File: config.mk
export PLATFORM = sky130hd
export DESIGN_NAME = nvstat_reg
export DESIGN_NICKNAME = d
export VERILOG_FILES = /design/src/rtl/nvstat_pkg.sv /design/src/rtl/nvstat_wel.sv /design/src/rtl/nvstat_cycle.sv /design/src/rtl/nvstat_readout.sv /design/src/rtl/nvstat_reg.sv
export SDC_FILE = /design/constraint.sdc
export NUM_CORES = 1
export LEC_CHECK = 0
export ABC_AREA = 1
export BUFFER_PORTS_ARGS = -buffer_cell sky130_fd_sc_hd__buf_2
export CAP_MARGIN = 25
export CORE_MARGIN = 2
export CORE_UTILIZATION = 42
export DETAILED_ROUTE_END_ITERATION = 10
export PLACE_DENSITY_LB_ADDON = 0.1
export SLEW_MARGIN = 20
export SYNTH_ARGS = -nofsm -noshare
export SYNTH_HDL_FRONTEND = slang
export SYNTH_SLANG_ARGS = --single-unit
File: constraint.sdc
create_clock -name clk -period 1 [get_ports clk]
set_clock_uncertainty 0.1 [all_clocks]
set_input_delay 0 -clock clk [delete_from_list [all_inputs] [get_ports clk]]
set_output_delay 0 -clock clk [all_outputs]
set_load 0.02 [all_outputs]
File: src/rtl/nvstat_pkg.sv
package nvstat_pkg;
  localparam int STAT_W = 8;
  localparam int WD_W   = 2;
  localparam int BL_W   = 3;
  localparam int CFG_W  = WD_W + BL_W;
  localparam int RSV_W  = STAT_W - CFG_W;
  localparam int FLAG_BIT = STAT_W - 1;

  typedef struct packed {
    logic [WD_W-1:0] wd;
    logic [BL_W-1:0] bl;
  } cfg_t;

  localparam logic [STAT_W-1:0] BUSY_WORD = STAT_W'(1) << FLAG_BIT;
  localparam logic [STAT_W-1:0] DONE_WORD = '0;

  function automatic logic [STAT_W-1:0] pack_status(cfg_t c);
    return {{RSV_W{1'b0}}, c};
  endfunction

  function automatic logic reserved_clear(logic [STAT_W-1:0] d);
    return d[STAT_W-1 -: RSV_W] == '0;
  endfunction

  function automatic cfg_t unpack_cfg(logic [STAT_W-1:0] d);
    return cfg_t'(d[CFG_W-1:0]);
  endfunction
endpackage

File: src/rtl/nvstat_wel.sv
module nvstat_wel (
  input  logic clk,
  input  logic rst_n,
  input  logic set_req,
  input  logic busy,
  input  logic clr_evt,
  output logic wel
);
  always_ff @(posedge clk or negedge rst_n) begin
    if (!rst_n)               wel <= 1'b0;
    else if (clr_evt)         wel <= 1'b0;
    else if (set_req && !busy) wel <= 1'b1;
  end
endmodule

File: src/rtl/nvstat_cycle.sv
module nvstat_cycle (
  input  logic clk,
  input  logic rst_n,
  input  logic start,
  input  logic done_in,
  input  logic post_read,
  output logic busy,
  output logic done_evt,
  output logic post_done
);
  assign done_evt = busy && done_in;

  always_ff @(posedge clk or negedge rst_n) begin
    if (!rst_n) begin
      busy      <= 1'b0;
      post_done <= 1'b0;
    end else begin
      if (start)         busy <= 1'b1;
      else if (done_evt) busy <= 1'b0;
      if (done_evt)       post_done <= 1'b1;
      else if (post_read) post_done <= 1'b0;
    end
  end
endmodule

File: src/rtl/nvstat_readout.sv
module nvstat_readout
  import nvstat_pkg::*;
(
  input  logic              clk,
  input  logic              rst_n,
  input  logic              rd_stb,
  input  logic              busy,
  input  logic              post_done,
  input  cfg_t              cfg,
  output logic [STAT_W-1:0] rd_byte
);
  logic [STAT_W-1:0] next_byte;

  always_comb begin
    if (busy)           next_byte = BUSY_WORD;
    else if (post_done) next_byte = DONE_WORD;
    else                next_byte = pack_status(cfg);
  end

  always_ff @(posedge clk or negedge rst_n) begin
    if (!rst_n)      rd_byte <= '0;
    else if (rd_stb) rd_byte <= next_byte;
  end
endmodule

File: src/rtl/nvstat_reg.sv
module nvstat_reg
  import nvstat_pkg::*;
#(
  parameter logic [1:0] RST_WD = 2'b11,
  parameter logic [2:0] RST_BL = 3'b000
) (
  input  logic       clk,
  input  logic       rst_n,
  input  logic       wel_set,
  input  logic       wr_stb,
  input  logic [7:0] wr_data,
  input  logic       rd_stb,
  output logic [7:0] rd_byte,
  output logic       cyc_start,
  input  logic       cyc_done,
  output logic       busy,
  output logic       wel,
  output logic [1:0] wd_sel,
  output logic [2:0] bl_sel
);
  cfg_t cfg_q, pend_q;
  logic wr_go, done_evt, post_done, post_read;

  assign wr_go     = wr_stb && wel && !busy && reserved_clear(wr_data);
  assign cyc_start = wr_go;
  assign post_read = rd_stb && !busy && post_done;

  always_ff @(posedge clk or negedge rst_n) begin
    if (!rst_n) begin
      cfg_q  <= cfg_t'({RST_WD, RST_BL});
      pend_q <= cfg_t'({RST_WD, RST_BL});
    end else begin
      if (wr_go)    pend_q <= unpack_cfg(wr_data);
      if (done_evt) cfg_q  <= pend_q;
    end
  end

  assign wd_sel = cfg_q.wd;
  assign bl_sel = cfg_q.bl;

  nvstat_wel u_wel (
    .clk(clk), .rst_n(rst_n), .set_req(wel_set), .busy(busy),
    .clr_evt(done_evt), .wel(wel)
  );

  nvstat_cycle u_cyc (
    .clk(clk), .rst_n(rst_n), .start(wr_go), .done_in(cyc_done),
    .post_read(post_read), .busy(busy), .done_evt(done_evt),
    .post_done(post_done)
  );

  nvstat_readout u_rd (
    .clk(clk), .rst_n(rst_n), .rd_stb(rd_stb), .busy(busy),
    .post_done(post_done), .cfg(cfg_q), .rd_byte(rd_byte)
  );
endmodule

== Word level (Yosys, flattened, before mapping) ==
Cells that the tools add are included.

* Register bits: 21
* Output and inout bits: 16
* Logic and storage cells: 28

* Multiplexer cells: 8
* Reduce and logical (&&, ||, !) cells: 12

{| class="wikitable"
|+ Operators by type and width
! operator !! number
|-
| $mux 8 || 1
|-
| $logic_and 1x1->1 || 7
|-
| $mux 1 || 6
|-
| $reduce_bool 2->1 || 3
|-
| $mux 5 || 1
|-
| $logic_not 3->1 || 1
|-
| $logic_not 1->1 || 1
|}

== Longest topological paths before layout ==
* Word-level depth: 5
* Mapped depth: 5
* Gate-level depth less buffers: 5

== Modules after synthesis ==
A second synthesis with hierarchy kept.

* Cell total of the unflattened synthesis: 92
* Area total of the unflattened synthesis: 853.3 µm²

{| class="wikitable"
|+ Modules (own cells, without submodules)
! module !! instances !! cells an instance !! area an instance (µm²)
|-
| nvstat_reg || 1 || 38 || 439.2
|-
| nvstat_readout || 1 || 38 || 285.3
|-
| nvstat_cycle || 1 || 11 || 83.8
|-
| nvstat_wel || 1 || 5 || 45.0
|}

== Worst setup path after synthesis ==
Ideal clock, no wire load.

* Path kind: register to register
* From: reg u_cyc.busy
* To: reg pend_q[0] (netlist bit)
* Library setup time: 0.118 ns
* Arrival: 0.890 ns
* Required time: 0.782 ns
* Path slack: -0.108 ns
* Stages on the path, launching flop included: 5
* Cells stage by stage: dfrtp_1 nor2_4 nand3_4 nand2_1 nand2_1

* Longest elaborated chain between the ends: 3

{| class="wikitable"
|+ RTL lines
! what !! line !! source
|-
| from (decl) || nvstat_cycle.sv:7 || <nowiki>output logic busy,</nowiki>
|-
| from (signal assigned) || nvstat_cycle.sv:15 || <nowiki>busy <= 1'b0;</nowiki>
|-
| from (signal assigned) || nvstat_cycle.sv:18 || <nowiki>if (start) busy <= 1'b1;</nowiki>
|-
| from (signal assigned) || nvstat_cycle.sv:19 || <nowiki>else if (done_evt) busy <= 1'b0;</nowiki>
|-
| $logic_not 1->1 || nvstat_reg.sv:24 || <nowiki>assign wr_go = wr_stb && wel && !busy && reserved_clear(wr_data);</nowiki>
|-
| $logic_and 1x1->1 (2 in a row) || nvstat_reg.sv:24 ||
|-
| to (signal assigned) || nvstat_reg.sv:31 || <nowiki>pend_q <= cfg_t'({RST_WD, RST_BL});</nowiki>
|-
| to (signal assigned) || nvstat_reg.sv:33 || <nowiki>if (wr_go) pend_q <= unpack_cfg(wr_data);</nowiki>
|-
| to (decl) || nvstat_reg.sv:21 || <nowiki>cfg_t cfg_q, pend_q;</nowiki>
|}

Every way passes these cells.
A chain may end at the register's enable or synchronous reset.

== Worst setup path after layout ==
* From: reg u_cyc.busy
* To: out cyc_start

* Longest elaborated chain between the ends: 3

{| class="wikitable"
|+ RTL lines
! what !! line !! source
|-
| $logic_not 1->1 || nvstat_reg.sv:24 ||
|-
| $logic_and 1x1->1 (2 in a row) || nvstat_reg.sv:24 ||
|-
| to (decl) || nvstat_reg.sv:14 || <nowiki>output logic cyc_start,</nowiki>
|}

Every way passes these cells.

==> run summary <==
status - complete, but fails checks
violated checks - negative setup slack
clock tree from TritonCTS - yes
crit start category - flop
# diodes - 0
crit share post-route - 1.20
WL final - 1.83 mm
TNS Setup - -2.18 ns
Clk Latency, worst-skew pair - 0.29 ns
Power Density - 1900 nW/µm²
die width - 47.5 µm
WL per Instance - 11.2 µm
DP Area - 976 µm²
wire length of the first global-routing pass - 2.80 mm
post-synth cell types - 16
VDD IR max - 1.05 mV
post-layout util - 0.722
1st-pass router iterations - 4
Core Region - 1750 µm²
starting density of the core - 0.456
Final Worst Setup Slack - -0.196 ns
main flop type after synthesis - dfrtp_1
top cells by area, synth - dfrtp_1, nand2_1, dfstp_2
post-route ant nets - 0
share of cells above drive strength 1 - 0.475
biggest area consumer among synthesized cells - dfrtp_1
CP required - 0.90 ns
Final Instance Area - 1260 µm²
RSZ-0062 raised after global routing - true
I/O Buffers - 27
maxcap violations - 0
hpwl dp - 1.13 mm
worst setup path class - flop to output port
Detailed Route Iter0 Violations - 8
Final Hold Fails - 0
final setup violation count - 23
Final min period - 1.20 ns
Clk pin slew, worst setup/hold paths - 0.11 ns
Vias/cell - 4.46
initial antenna violation count - 0
row count - 15
total gr overflow - 0
async set-reset flop share out of synthesis - 1.00
Global Route Usage Sum - 0.183
Num CTS Buffers - 3
Clock Path Buffers - 2
Leakage - 0.000672 µW
crit-path max FO - 2
count of state elements after synthesis - 19
count leader, synth - nand2_1
full die area - 2260 µm²
Fmax - 836 MHz
CP max-delay cell - dfrtp_2
Layout area overhead - 58.3%
Mapped Area - 796 µm²
vias in the first global route - 659
endpoint type of the worst setup path - output port
Slew Limit Fails - 0
# clock sinks - 19
Seq/Total Area, Yosys - 0.604
largest net degree at the start of global routing - 20
CP Cell Sequence - nor2_4, nand3_4, inv_2, buf_6
top cell type's share of synthesized area - 0.472
CTS Root Buffer Type - clkbuf_4
Slowest Stage Delay on Critical Path - 0.44 ns
fill cell count - 147
WP data arrival - 1.10 ns
H-Tree Depth - 1
synthesized area per cell - 9.36 µm²
Post-synth EDFFs - 0
class of the worst hold path - input pin to flop
number of remaining DRC errors - 0
nets - 154
CP top delay family - flip-flops
Cells after Synth - 85
I/O Pins - 30
top cells by count, synth - nand2_1, dfrtp_1, inv_1, nand4_1, o21ai_0
synth warn - 0
Bufs and invs on worst path - 2
detailed-route via count - 732
gpl congestion - 0.679
Die Y - 47.5 µm
[cells in the final DEF, fill, tap and decap left out, types with 2 or more instances in the layout]
cell / synthesis / routed
clkbuf_4: 0 / 3
nand4_1: 5 / 5
buf_6: 0 / 4
o21ai_1: 2 / 2
inv_2: 1 / 2
nand2_2: 2 / 2
nand2_1: 36 / 34
inv_1: 6 / 3
dfrtp_1: 15 / 13
dfrtp_2: 0 / 2
buf_4: 2 / 14
dlygate4sd3_1: 0 / 10
buf_2: 0 / 23
o21ai_2: 0 / 5
conb_1: 1 / 2
nor2_4: 2 / 2
dfstp_2: 4 / 4
[worst register-to-register path, delay by kind of cell, from the launching register on]
kind,cells,cell delay (ns)
buf+inv,2,0.26
flops,1,0.44
simple gates,4,0.28
[cells by family (layout without fill, tap and decap cells)]
family / count (synthesis) / count (layout) / share of synthesized area
flip-flops: 19 / 19 / 0.604
other: 1 / 2 / 0.00471
buffers and inverters: 9 / 62 / 0.0519
AND/OR/NAND/NOR: 47 / 47 / 0.280
AO/OA/AOI/OAI: 9 / 9 / 0.0597
[path summary, 6_finish.rpt]
check	startpoint	to	slack, ns	cells after the start
min in group asynchronous	rst_n	u_rd.rd_byte[7]$_DFFE_PN0P_	0.06	2
max in group asynchronous	rst_n	pend_q[4]$_DFFE_PN1P_	0.42	2
worst min-delay path	wr_data[7]	pend_q[3]$_DFFE_PN1P_	0.006	5
worst max-delay path	u_cyc.busy$_DFFE_PN0P_	cyc_start	-0.20	4
worst min register to register	pend_q[4]$_DFFE_PN1P_	pend_q[4]$_DFFE_PN1P_	0.37	2
worst max register to register	u_cyc.busy$_DFFE_PN0P_	pend_q[1]$_DFFE_PN0P_	-0.19	6
[power breakdown]
group | switching, µW | leakage, µW | internal, µW
Combinational | 477 | 0.000425 | 421
Clock | 237 | 0.0000150 | 155
Sequential | 108 | 0.000232 | 993
[area by class of cell]
cell class                      instances  area (µm²)  area share
Clock buffer                            4        26.3      0.0209
Inverter                                7        33.8      0.0268
Multi-Input combinational cell         58         320       0.254
Sequential cell                        19         483       0.383
Tap cell                               25        31.3      0.0248
Timing Repair Buffer                   51         365       0.290
[metal layers]
metal  global-route usage  vias up  wire length, µm
met5                    0        -                0
met4               0.0833        0               24
met3               0.0340        4               61
met2                0.343       20             1010
met1                0.195      335              734
li1                     -      373                -
[sequential cells by signal (all words and copies together), names as in the netlist]
register	count
bl_sel	3
wd_sel	2
pend_q	5
u_cyc.busy	1
u_rd.rd_byte	6
u_cyc.post_done	1
u_wel.wel	1
[repair_timing]
item,CTS,global route
endpoints found under the hold margin,38,0
hold buffers,10,0
pin swaps,11,1
resized for setup,21,8
setup buffers,7,5
setup endpoints to repair,17,27
[metrics by stage]
step | hold slack [ns] | power, µW | std cells | setup WS, ns
after floorplan | -0.396 | 1510 | 86 | -0.0886
after global placement | -0.146 | 1730 | 139 | -0.0607
after detailed placement | -0.141 | 1740 | 139 | -0.0924
after CTS | 0.0192 | 2280 | 160 | -0.194
after global routing | 0.0156 | 2540 | 164 | -0.234
final | 0.00551 | 2390 | 164 | -0.196
No activity file was read; power rests on OpenSTA's default activity.
